$ cat config.mk
export PLATFORM = sky130hd
export DESIGN_NAME = phase_shed_ctrl
export DESIGN_NICKNAME = d
export VERILOG_FILES = /design/src/rtl/psc_pkg.sv /design/src/rtl/psc_strategy_latch.sv /design/src/rtl/psc_shed_plan.sv /design/src/rtl/phase_shed_ctrl.sv
export SDC_FILE = /design/constraint.sdc
export NUM_CORES = 1
export LEC_CHECK = 0
export ABC_AREA = 0
export BUFFER_PORTS_ARGS = -buffer_cell sky130_fd_sc_hd__buf_2
export CAP_MARGIN = 10
export CORE_MARGIN = 8
export CORE_UTILIZATION = 40
export DETAILED_ROUTE_END_ITERATION = 10
export PLACE_DENSITY = 0.76
export SETUP_SLACK_MARGIN = 0.15
export SYNTH_ARGS = -nofsm -noshare
export SYNTH_HDL_FRONTEND = slang
export SYNTH_SLANG_ARGS = --single-unit
export TNS_END_PERCENT = 20
$ cat constraint.sdc
create_clock -name clk -period 7.3 [get_ports clk]
set_input_delay 1.825 -clock clk [delete_from_list [all_inputs] [get_ports clk]]
set_output_delay 1.825 -clock clk [all_outputs]
set_load 0.01 [all_outputs]
$ cat src/rtl/psc_pkg.sv
package psc_pkg;
    typedef enum logic [1:0] {
        STRAT_KEEP  = 2'd0,
        STRAT_DROP1 = 2'd1,
        STRAT_DROP2 = 2'd2,
        STRAT_RSVD  = 2'd3
    } strat_e;
endpackage

$ cat src/rtl/psc_strategy_latch.sv
module psc_strategy_latch
    import psc_pkg::*;
(
    input  logic       clk,
    input  logic       rst_n,
    input  logic       pgood,
    input  logic       ss_done,
    input  logic [1:0] strap,
    output logic       latched,
    output strat_e     strat
);
    typedef struct packed {
        logic   latched;
        strat_e strat;
    } lat_t;

    lat_t st_d, st_q;

    always_comb begin
        st_d = st_q;
        if (!st_q.latched && pgood && ss_done) begin
            st_d.latched = 1'b1;
            st_d.strat   = (strap == STRAT_RSVD) ? STRAT_KEEP : strat_e'(strap);
        end
    end

    always_ff @(posedge clk) begin
        if (!rst_n) st_q <= '{latched: 1'b0, strat: STRAT_KEEP};
        else        st_q <= st_d;
    end

    assign latched = st_q.latched;
    assign strat   = st_q.strat;


    strat_stable_chk: assert property (@(posedge clk) disable iff (!rst_n)
        st_q.latched |=> (st_q.latched && $stable(st_q.strat)));
endmodule

$ cat src/rtl/psc_shed_plan.sv
module psc_shed_plan
    import psc_pkg::*;
#(
    parameter int CW = 3
) (
    input  logic [CW-1:0] cfg,
    input  logic          latched,
    input  strat_e        strat,
    input  logic          psave_n,
    output logic [CW-1:0] shed_tgt
);
    logic [CW-1:0] drop, flr, avail;

    always_comb begin
        case (strat)
            STRAT_DROP1: drop = CW'(1);
            STRAT_DROP2: drop = CW'(2);
            default:     drop = CW'(0);
        endcase
        flr   = (cfg == CW'(3)) ? CW'(1) : CW'(2);
        avail = (cfg > flr) ? cfg - flr : CW'(0);
        if (!latched || psave_n) shed_tgt = CW'(0);
        else                     shed_tgt = (drop < avail) ? drop : avail;
    end
endmodule

$ cat src/rtl/phase_shed_ctrl.sv
module phase_shed_ctrl
    import psc_pkg::*;
#(
    parameter int NPH = 4,
    parameter int CW  = $clog2(NPH + 1),
    parameter int DW  = 9
) (
    input  logic          clk,
    input  logic          rst_n,
    input  logic          psave_n,
    input  logic [CW-1:0] cfg_phases,
    input  logic [1:0]    strap_code,
    input  logic          pgood,
    input  logic          ss_done,
    input  logic          drv_en,
    input  logic          pwm_sync,
    output logic [NPH-1:0] phase_en,
    output logic [CW-1:0] active_cnt,
    output logic [DW-1:0] shift_deg,
    output logic          flag_pin,
    output logic          cfg_change
);
    localparam int FULL_TURN = 360;

    typedef struct packed {
        logic [CW-1:0] shed;
        logic          chg;
    } reg_t;

    reg_t          r_d, r_q;
    logic          latched;
    strat_e        strat;
    logic [CW-1:0] cfg_c, shed_tgt, active;
    logic [DW-1:0] step_tab [0:NPH];

    always_comb begin
        if (cfg_phases == '0)                cfg_c = CW'(1);
        else if (cfg_phases > CW'(NPH))      cfg_c = CW'(NPH);
        else                                 cfg_c = cfg_phases;
    end

    psc_strategy_latch u_latch (
        .clk     (clk),
        .rst_n   (rst_n),
        .pgood   (pgood),
        .ss_done (ss_done),
        .strap   (strap_code),
        .latched (latched),
        .strat   (strat)
    );

    psc_shed_plan #(.CW(CW)) u_plan (
        .cfg      (cfg_c),
        .latched  (latched),
        .strat    (strat),
        .psave_n  (psave_n),
        .shed_tgt (shed_tgt)
    );

    always_comb begin
        r_d     = r_q;
        r_d.chg = 1'b0;
        if (pwm_sync) begin
            r_d.shed = shed_tgt;
            r_d.chg  = (shed_tgt != r_q.shed);
        end
    end

    always_ff @(posedge clk) begin
        if (!rst_n) r_q <= '{shed: '0, chg: 1'b0};
        else        r_q <= r_d;
    end

    assign active = (cfg_c > r_q.shed) ? cfg_c - r_q.shed : CW'(1);

    for (genvar g = 0; g <= NPH; g++) begin : g_step
        if (g == 0) begin : g_zero
            assign step_tab[g] = DW'(FULL_TURN);
        end else begin : g_div
            assign step_tab[g] = DW'(FULL_TURN / g);
        end
    end

    for (genvar i = 0; i < NPH; i++) begin : g_mask
        assign phase_en[i] = (CW'(i) < active);
    end

    assign active_cnt = active;
    assign shift_deg  = step_tab[active];
    assign flag_pin   = psave_n & drv_en;
    assign cfg_change = r_q.chg;


    shed_hold_chk: assert property (@(posedge clk) disable iff (!rst_n)
        !pwm_sync |=> $stable(r_q.shed));

    restore_chk: assert property (@(posedge clk) disable iff (!rst_n)
        (psave_n && pwm_sync) |=> (active_cnt == cfg_c));

    chg_pulse_chk: assert property (@(posedge clk) disable iff (!rst_n)
        cfg_change |-> (r_q.shed != $past(r_q.shed)));

    floor_chk: assert property (@(posedge clk) disable iff (!rst_n)
        (cfg_c >= CW'(2) && cfg_c != CW'(3)) |-> (active_cnt >= CW'(2)));
endmodule

==> summary.md, run 1 <==
| Metric | Value |
|---|---|
| Status | `finished clean` |
| Top cell type's share of synthesized area | `20.7%` |
| Overflow left after global routing | `0` |
| Yosys cell types | `37` |
| Area contributors post-synth | `dfxtp_1, ha_1, buf_4` |
| Cell Area, Synth | `677 um^2` |
| Final Wtd Congestion | `0.752` |
| Via count | `649` |
| Leakage power | `0.000401 uW` |
| Final period utilization | `73.2%` |
| Post-DP HPWL | `1320 um` |
| Crit path launch type | `input port` |
| Top-count cell post-synth | `inv_1` |
| # rows | `15` |
| Worst setup EP type | `output port` |
| Chip Height | `57.1 um` |
| Core Area | `1650 um^2` |
| Max Cap Viol | `0` |
| R2R setup slack | `5.48 ns` |
| Commonest cells in the synthesized netlist | `inv_1, dfxtp_1, nand2_1` |
| Hold Fails Final Rpt | `0` |
| Avg Cell Area, Syn | `8.16 um^2` |
| Sink Count | `7` |
| Initial antenna violation count | `0` |
| Number of global-route vias before repair | `687` |
| Clk Latency, worst-skew pair | `0.24 ns` |
| Nets | `129` |
| Final worst slack | `1.96 ns` |
| Hold EP | `r_q[3]$_SDFFE_PN0P_` |
| First-pass GRT wire length | `2680 um` |
| Yosys reg bits | `7` |
| Max stage delay on crit path | `0.33 ns` |
| Worst vdd ir | `0.0796 mV` |
| Crit Path Max Fanout | `4` |
| GRT Total Usage | `9.49%` |
| Design area | `827 um^2` |
| Worst Hold Depth | `2` |
| IO buf count | `28` |
| Post-synthesis sequential area ratio | `20.7%` |
| Post-route setup TNS | `0 ns` |
| Cts bufs inserted | `3` |
| Post-CTS resize count | `0` |
| Root Buffer | `clkbuf_4` |
| Antenna cells | `0` |
| Share of cells above drive strength 1 | `33.6%` |
| Final Critical Period | `5.34 ns` |
| Number of synthesized flops with an enable pin | `0` |
| Vias per inst | `5.11` |
| Area leader, netlist | `dfxtp_1` |
| Reg-to-Reg End | `cfg_change$_SDFF_PN0_` |
| Setup Buffers After CTS | `0` |
| YS warnings | `0` |
| Area grow syn2layout | `22.2%` |
| Worst path cell trace | `buf_2 > nor2b_4 > ha_1 > nor2b_1 > o21ai_1 > a32oi_1 > nand2_1 > or3_1 > buf_2` |
| Post-Syn Instances | `83` |
| HP Class | `flop to flop` |
| Largest net degree at the start of global routing | `8` |
| Clk buf depth | `2` |
| H-tree Lvls | `1` |
| Hold path start | `r_q[3]$_SDFFE_PN0P_` |
| Detailed Route WL | `1510 um` |
| Setup CP Type | `input port to output port` |
| Die outline area | `3260 um^2` |
| Setup WS pre-CTS | `1.97 ns` |
| Clock Skews | `0.00294 ns` |
| TritonCTS clock tree | `yes` |
| Clk slew on worst S/H paths | `0.05 ns` |
| Drt pass-1 iters | `4` |
| Unrepaired setup endpoints after global routing | `false` |
| Most common flop cell mapped by yosys | `dfxtp_1` |
| CP bufs+invs | `2` |
| Post-synthesis net count | `101` |
| DR WL/cell | `11.9 um` |
| R2r startpoint | `u_latch.strat[0]$_SDFFE_PN0P_` |
| Power per cell area | `133 nW/um^2` |
| Hold Buf Count CTS | `0` |
| Drt initial violations | `8` |
| Antenna Violating Nets Remaining | `0` |
| Initial Util | `41.0%` |
| Asr flop ratio synth | `0%` |
| Slowest cell on the critical path | `or3_1` |
| Io pins | `30` |
| Fin. max-slew vios | `0` |
| Placed Area | `801 um^2` |
| Largest delay share family, worst path | `simple AND/OR/NAND/NOR gates` |
| R2r worst-path depth | `6` |
| Die width | `57.1 um` |
| Critical path required time | `5.48 ns` |
| Worst Path Arrival | `3.52 ns` |
| # setup viols final | `0` |
| Most used cell, CP | `buf_2` |
| Max Fclk | `187 MHz` |
| Residual DRC count | `0` |
sequential cells by signal, indices dropped and copies added, names as in the netlist:
name             count
r_q                  3
cfg_change           1
u_latch.latched      1
u_latch.strat        2
routing by layer:
| layer | vias up | GRT usage, % | wire length (um) |
|---|---|---|---|
| met2 | 28 | 16.7 | 718 |
| met3 | 0 | 3.77 | 152 |
| li1 | 330 | - | - |
| met5 | - | 0 | 0 |
| met1 | 291 | 9.58 | 636 |
| met4 | 0 | 4.03 | 0 |
power breakdown:
part	total, uW	switching, uW	internal (uW)
sequential	39.7	0.611	39.1
combinational	36.1	20.2	15.9
clock	34.3	13.5	20.8
area by class of cell:
| class | instances | area (um^2) |
|---|---|---|
| Sequential cell | 7 | 140 |
| Timing Repair Buffer | 28 | 140 |
| Fill cell | 170 | 825 |
| Clock buffer | 4 | 26.3 |
| Tap cell | 17 | 21.3 |
| Multi-Input combinational cell | 60 | 458 |
| Inverter | 11 | 41.3 |
cell usage in the layout, fill, tap and decap left out:
cell / n
or2b_1: 1
inv_1: 10
mux2i_1: 1
a32oi_1: 1
inv_2: 1
nand3_1: 1
a21oi_1: 3
nor3b_1: 3
or2b_2: 1
nor2b_1: 4
nor3_1: 1
buf_2: 28
xor2_1: 1
o21ai_1: 1
a21o_2: 1
xnor2_1: 2
nand3b_1: 3
nor2_1: 4
or2_1: 1
a31oi_1: 1
clkbuf_1: 1
o311ai_4: 1
conb_1: 1
nand2_1: 6
nand2b_1: 3
ha_1: 5
o21a_1: 1
a32o_1: 1
and2_1: 2
o21ai_0: 2
fa_1: 1
clkbuf_4: 3
or3_1: 2
a221oi_1: 1
dfxtp_1: 7
o21bai_1: 1
nor2b_4: 1
a2111oi_2: 1
a41oi_1: 1
tightest hold or removal path, stage by stage (launching register included):
cell	delay, ns
dfxtp_1	0.29
inv_1	0.09
nor3b_1	0.06
how the worst max path moves through the flow:
stage | from | endpoint | slack (ns) | cells past startpoint
floorplan | cfg_phases[0] | shift_deg[6] | 2.06 | 7
global placement | cfg_phases[1] | shift_deg[6] | 1.99 | 9
detailed placement | cfg_phases[2] | shift_deg[6] | 1.97 | 7
CTS | cfg_phases[2] | shift_deg[6] | 1.97 | 7
global route | cfg_phases[1] | shift_deg[6] | 1.76 | 9
finish | cfg_phases[1] | shift_deg[6] | 1.96 | 9
logic make-up after synthesis:
| kind of cell | after synthesis | synth area share [%] |
|---|---|---|
| AND/OR/NAND/NOR | 33 | 29.2 |
| buffers and inverters | 16 | 11.6 |
| AO/OA/AOI/OAI | 16 | 20.3 |
| flip-flops | 7 | 20.7 |
| XOR/XNOR | 3 | 3.88 |
| other | 1 | 0.554 |
| multiplexers | 1 | 1.48 |
| adder cells (fa/ha/maj) | 6 | 12.2 |
metrics by stage:
stage          utilization (%)  total power, uW  hold WS (ns)  instances
6_report                  50.1              110         0.484        127
3_5_place_dp              48.5             76.9         0.484        123
3_3_place_gp              48.5             75.6         0.489        123
2_1_floorplan                -             64.9         0.441         83
5_1_grt                   50.1              118         0.532        127
4_1_cts                   50.1              112         0.491        127
Note: power is estimated with default switching activity, not from simulation.
==> run 2, diff against run 1 <==
--- a/config.mk
+++ b/config.mk
@@ -11,7 +11,7 @@
 export CORE_MARGIN = 8
 export CORE_UTILIZATION = 40
 export DETAILED_ROUTE_END_ITERATION = 10
-export PLACE_DENSITY = 0.76
+export PLACE_DENSITY = 0.79
 export SETUP_SLACK_MARGIN = 0.15
 export SYNTH_ARGS = -nofsm -noshare
 export SYNTH_HDL_FRONTEND = slang
==> constraint.sdc (replaced) <==
create_clock -name clk -period 4.35 [get_ports clk]
set_input_delay 1.0875 -clock clk [delete_from_list [all_inputs] [get_ports clk]]
set_output_delay 1.0875 -clock clk [all_outputs]
set_load 0.01 [all_outputs]
==> summary.md, run 2 (synthesis gave the netlist of run 1 again) <==
| Metric | Value |
|---|---|
| Max reg flops | `3` |
| Post-route setup TNS | `0 ns` |
| Commonest non-fill, non-tap cell in the layout | `buf_2` |
| Final period utilization | `89.1%` |
| Drt pass-1 iters | `4` |
| Share of cells above drive strength 1 | `33.6%` |
| Fin. max-slew vios | `0` |
| Max Cap Viol | `0` |
| # rows | `15` |
| Vias per inst | `5.02` |
| Worst path cell trace | `buf_2 > nor2b_4 > ha_1 > nor2b_1 > o21ai_1 > a32oi_1 > nand2_1 > or3_1 > buf_2` |
| Initial Util | `41.0%` |
| Commonest cells after routing, fill and taps aside | `buf_2, inv_1, dfxtp_1` |
| DR WL/cell | `11.7 um` |
| Io pins | `30` |
| Worst Hold Depth | `2` |
| CP bufs+invs | `2` |
| Max stage delay on crit path | `0.33 ns` |
| Sink Count | `7` |
| Unrepaired setup endpoints after global routing | `false` |
| Setup Buffers After CTS | `0` |
| Root Buffer | `clkbuf_4` |
| Status | `finished clean` |
| Overflow left after global routing | `0` |
| Max Fclk | `258 MHz` |
| Number of global-route vias before repair | `657` |
| Final worst slack | `0.475 ns` |
| Setup CP Type | `input port to output port` |
| Setup WS pre-CTS | `0.468 ns` |
| Clock Skews | `0.00252 ns` |
| Worst Path Arrival | `2.79 ns` |
| Critical path required time | `3.26 ns` |
| Largest delay share family, worst path | `simple AND/OR/NAND/NOR gates` |
| R2r worst-path depth | `6` |
| H-tree Lvls | `1` |
| Worst vdd ir | `0.137 mV` |
| Clk Latency, worst-skew pair | `0.25 ns` |
| IO buf count | `28` |
| Antenna cells | `0` |
| Top reg by flops | `r_q` |
| Final Wtd Congestion | `0.754` |
| Power per cell area | `223 nW/um^2` |
| Detailed Route WL | `1490 um` |
| Via count | `638` |
| Initial antenna violation count | `0` |
| # setup viols final | `0` |
| Clk buf depth | `2` |
| Antenna Violating Nets Remaining | `0` |
| Hold Buf Count CTS | `0` |
| Final Util | `50.1%` |
| Drt initial violations | `5` |
| Largest net degree at the start of global routing | `8` |
| Die width | `57.1 um` |
| Chip Height | `57.1 um` |
| Most used cell, CP | `buf_2` |
| Hold WS | `0.480 ns` |
| Worst setup EP type | `output port` |
| First-pass GRT wire length | `2720 um` |
| Leakage power | `0.000401 uW` |
| Crit Path Max Fanout | `4` |
| Die outline area | `3260 um^2` |
| Clk slew on worst S/H paths | `0.05 ns` |
| # fillers | `169` |
| Residual DRC count | `0` |
| Nets | `129` |
| Crit. path cell count | `9` |
| HP Class | `flop to flop` |
| Area grow syn2layout | `22.2%` |
| GRT Total Usage | `10.2%` |
| Post-DP HPWL | `1310 um` |
| Hold Fails Final Rpt | `0` |
| Core Area | `1650 um^2` |
| Post-CTS resize count | `0` |
| Final Critical Period | `3.88 ns` |
| Crit path launch type | `input port` |
| TritonCTS clock tree | `yes` |
| Cts bufs inserted | `3` |
| Slowest cell on the critical path | `or3_1` |
## run 2: path summary, 6_finish.rpt
path / startpoint / end / slack, ns
worst max-delay path: cfg_phases[1] / shift_deg[6] / 0.47
worst min-delay path: r_q[3]$_SDFFE_PN0P_ / r_q[3]$_SDFFE_PN0P_ / 0.48
worst max register to register: u_latch.strat[0]$_SDFFE_PN0P_ / cfg_change$_SDFF_PN0_ / 2.51
worst min register to register: r_q[3]$_SDFFE_PN0P_ / r_q[3]$_SDFFE_PN0P_ / 0.48
## run 2: routing by layer
metal | up-vias | part of all wire, % | GRT usage, %
li1 | 331 | - | -
met1 | 279 | 44 | 10.1
met2 | 28 | 45 | 16.1
met3 | 0 | 11 | 6.65
met4 | 0 | 0 | 4.70
met5 | - | 0 | 0
## run 2: worst register-to-register path: stages (launching register included)
cell	delay (ns)
dfxtp_1	0.39
nor2_1	0.07
ha_1	0.32
or2_1	0.25
a221oi_1	0.37
xnor2_1	0.17
a41oi_1	0.13
## run 2: cell type report
type | instances | area [um^2] | share of cell area [%]
Sequential cell | 7 | 140 | 16.9
Inverter | 11 | 41.3 | 4.99
Timing Repair Buffer | 28 | 140 | 16.9
Clock buffer | 4 | 26.3 | 3.18
Multi-Input combinational cell | 60 | 458 | 55.4
Tap cell | 17 | 21.3 | 2.57
## run 2: metrics by stage
step           instance area (um^2)  total power, uW  instances
6_report                        827              184        127
3_5_place_dp                    801              129        123
3_3_place_gp                    801              127        123
2_1_floorplan                   677              109         83
4_1_cts                         827              188        127
5_1_grt                         827              201        127
## run 2: report_power, final
part           total [uW]  switching [uW]  internal (uW)
clock                57.1            22.2           34.9
sequential           66.7            1.04           65.6
combinational        60.4            33.7           26.8
total                 184            56.9            127
==> run 3, diff against run 2 <==
--- a/config.mk
+++ b/config.mk
@@ -9,10 +9,9 @@
 export BUFFER_PORTS_ARGS = -buffer_cell sky130_fd_sc_hd__buf_2
 export CAP_MARGIN = 10
 export CORE_MARGIN = 8
-export CORE_UTILIZATION = 40
+export CORE_UTILIZATION = 25
 export DETAILED_ROUTE_END_ITERATION = 10
-export PLACE_DENSITY = 0.79
-export SETUP_SLACK_MARGIN = 0.15
+export PLACE_DENSITY = 0.56
 export SYNTH_ARGS = -nofsm -noshare
 export SYNTH_HDL_FRONTEND = slang
 export SYNTH_SLANG_ARGS = --single-unit
==> summary.md, run 3 (synthesis gave the netlist of run 1 again) <==
| Metric | Value |
|---|---|
| Status | `finished clean` |
| Overflow left after global routing | `0` |
| Critical path required time | `3.26 ns` |
| Cts bufs inserted | `3` |
| Vias per inst | `4.56` |
| Core Area | `2660 um^2` |
| R2r startpoint | `u_latch.strat[0]$_SDFFE_PN0P_` |
| Hold path start | `r_q[3]$_SDFFE_PN0P_` |
| Top reg by flops | `r_q` |
| Initial antenna violation count | `0` |
| Finished Layout Cells | `141` |
| # setup viols final | `0` |
| Share of cells above drive strength 1 | `33.6%` |
| # fillers | `316` |
| Post-DP HPWL | `1330 um` |
| Clk buf depth | `2` |
| Nets | `129` |
| Sink Count | `7` |
| Post-route setup TNS | `0 ns` |
| First-pass GRT wire length | `2600 um` |
| Power per cell area | `221 nW/um^2` |
| R2R setup slack | `2.52 ns` |
| Clock Skews | `0.00374 ns` |
| Initial Util | `25.4%` |
| IO buf count | `28` |
| Critical Path Start | `cfg_phases[1]` |
| Total power | `187 uW` |
| Worst Path Arrival | `2.77 ns` |
| DR WL/cell | `11.0 um` |
| Number of cells after detailed placement | `137` |
| R2r worst-path depth | `6` |
| Setup Buffers After CTS | `0` |
| Worst setup EP type | `output port` |
| Root Buffer | `clkbuf_4` |
| HP Class | `flop to flop` |
| Antenna cells | `0` |
| Clk Latency, worst-skew pair | `0.25 ns` |
| Worst vdd ir | `0.111 mV` |
| Fin. max-slew vios | `0` |
| H-tree Lvls | `1` |
| Max reg flops | `3` |
| Area grow syn2layout | `24.8%` |
| Drt initial violations | `21` |
| Antenna Violating Nets Remaining | `0` |
| # rows | `19` |
| Post-CTS resize count | `0` |
| Number of global-route vias before repair | `644` |
| Worst Hold Depth | `2` |
| Leakage power | `0.000401 uW` |
| GRT Total Usage | `7.25%` |
| TritonCTS clock tree | `yes` |
| Max Cap Viol | `0` |
| Die width | `68.0 um` |
| Crit path launch type | `input port` |
| Final Critical Period | `3.86 ns` |
| Clk slew on worst S/H paths | `0.05 ns` |
| Max Fclk | `259 MHz` |
| Die outline area | `4630 um^2` |
| Commonest non-fill, non-tap cell in the layout | `buf_2` |
| Hold Fails Final Rpt | `0` |
| Crit Path Max Fanout | `4` |
| Via count | `643` |
| Chip Height | `68.0 um` |
| Detailed Route WL | `1550 um` |
| Io pins | `30` |
| Final Wtd Congestion | `0.814` |
| Hold Buf Count CTS | `0` |
| Residual DRC count | `0` |
| Commonest cells after routing, fill and taps aside | `buf_2, inv_1, dfxtp_1` |
| Final period utilization | `88.7%` |
| Largest net degree at the start of global routing | `8` |
| Setup CP Type | `input port to output port` |
| Unrepaired setup endpoints after global routing | `false` |
| Drt pass-1 iters | `4` |
run 3: power by group:
| group | internal, uW | leakage [uW] | total, uW | switching (uW) |
|---|---|---|---|---|
| clock network | 35.1 | 0.0000150 | 59.9 | 24.9 |
| registers | 65.6 | 0.0000567 | 66.6 | 1.02 |
| logic | 26.6 | 0.000329 | 60.3 | 33.7 |
run 3: path summary, 6_finish.rpt:
| path | endpoint |
|---|---|
| max | shift_deg[3] |
| min | r_q[3]$_SDFFE_PN0P_ |
| max reg2reg | cfg_change$_SDFF_PN0_ |
| min reg2reg | r_q[3]$_SDFFE_PN0P_ |
run 3: final cells by class:
| cell class | count | area, um^2 | area share, % |
|---|---|---|---|
| multi-input combinational | 60 | 458 | 54.2 |
| timing repair buffer | 28 | 140 | 16.6 |
| tap | 31 | 38.8 | 4.59 |
| inverter | 11 | 41.3 | 4.89 |
| clock buffer | 4 | 26.3 | 3.11 |
| sequential | 7 | 140 | 16.6 |
run 3: worst max-delay path, cell delays in order:
cell and delay (ns):
buf_2 0.12, nor2b_4 0.13, ha_1 0.30, nor2b_1 0.14
o21ai_1 0.08, a32oi_1 0.30, nand2_1 0.13, or3_1 0.33
buf_2 0.15
run 3: routing by layer:
layer	GRT usage, %	wire [um]
met4	4.60	0
met2	11.1	652
met3	2.78	175
met1	8.26	718
met5	0	0
run 3: through the flow:
step | setup WS (ns) | hold WS (ns) | utilization, % | area (um^2)
after floorplan | 0.590 | 0.441 | - | 677
final | 0.493 | 0.471 | 31.7 | 845
after CTS | 0.493 | 0.477 | 31.7 | 845
after global routing | 0.335 | 0.517 | 31.7 | 845
after detailed placement | 0.491 | 0.471 | 30.7 | 818
after global placement | 0.512 | 0.476 | 30.7 | 818
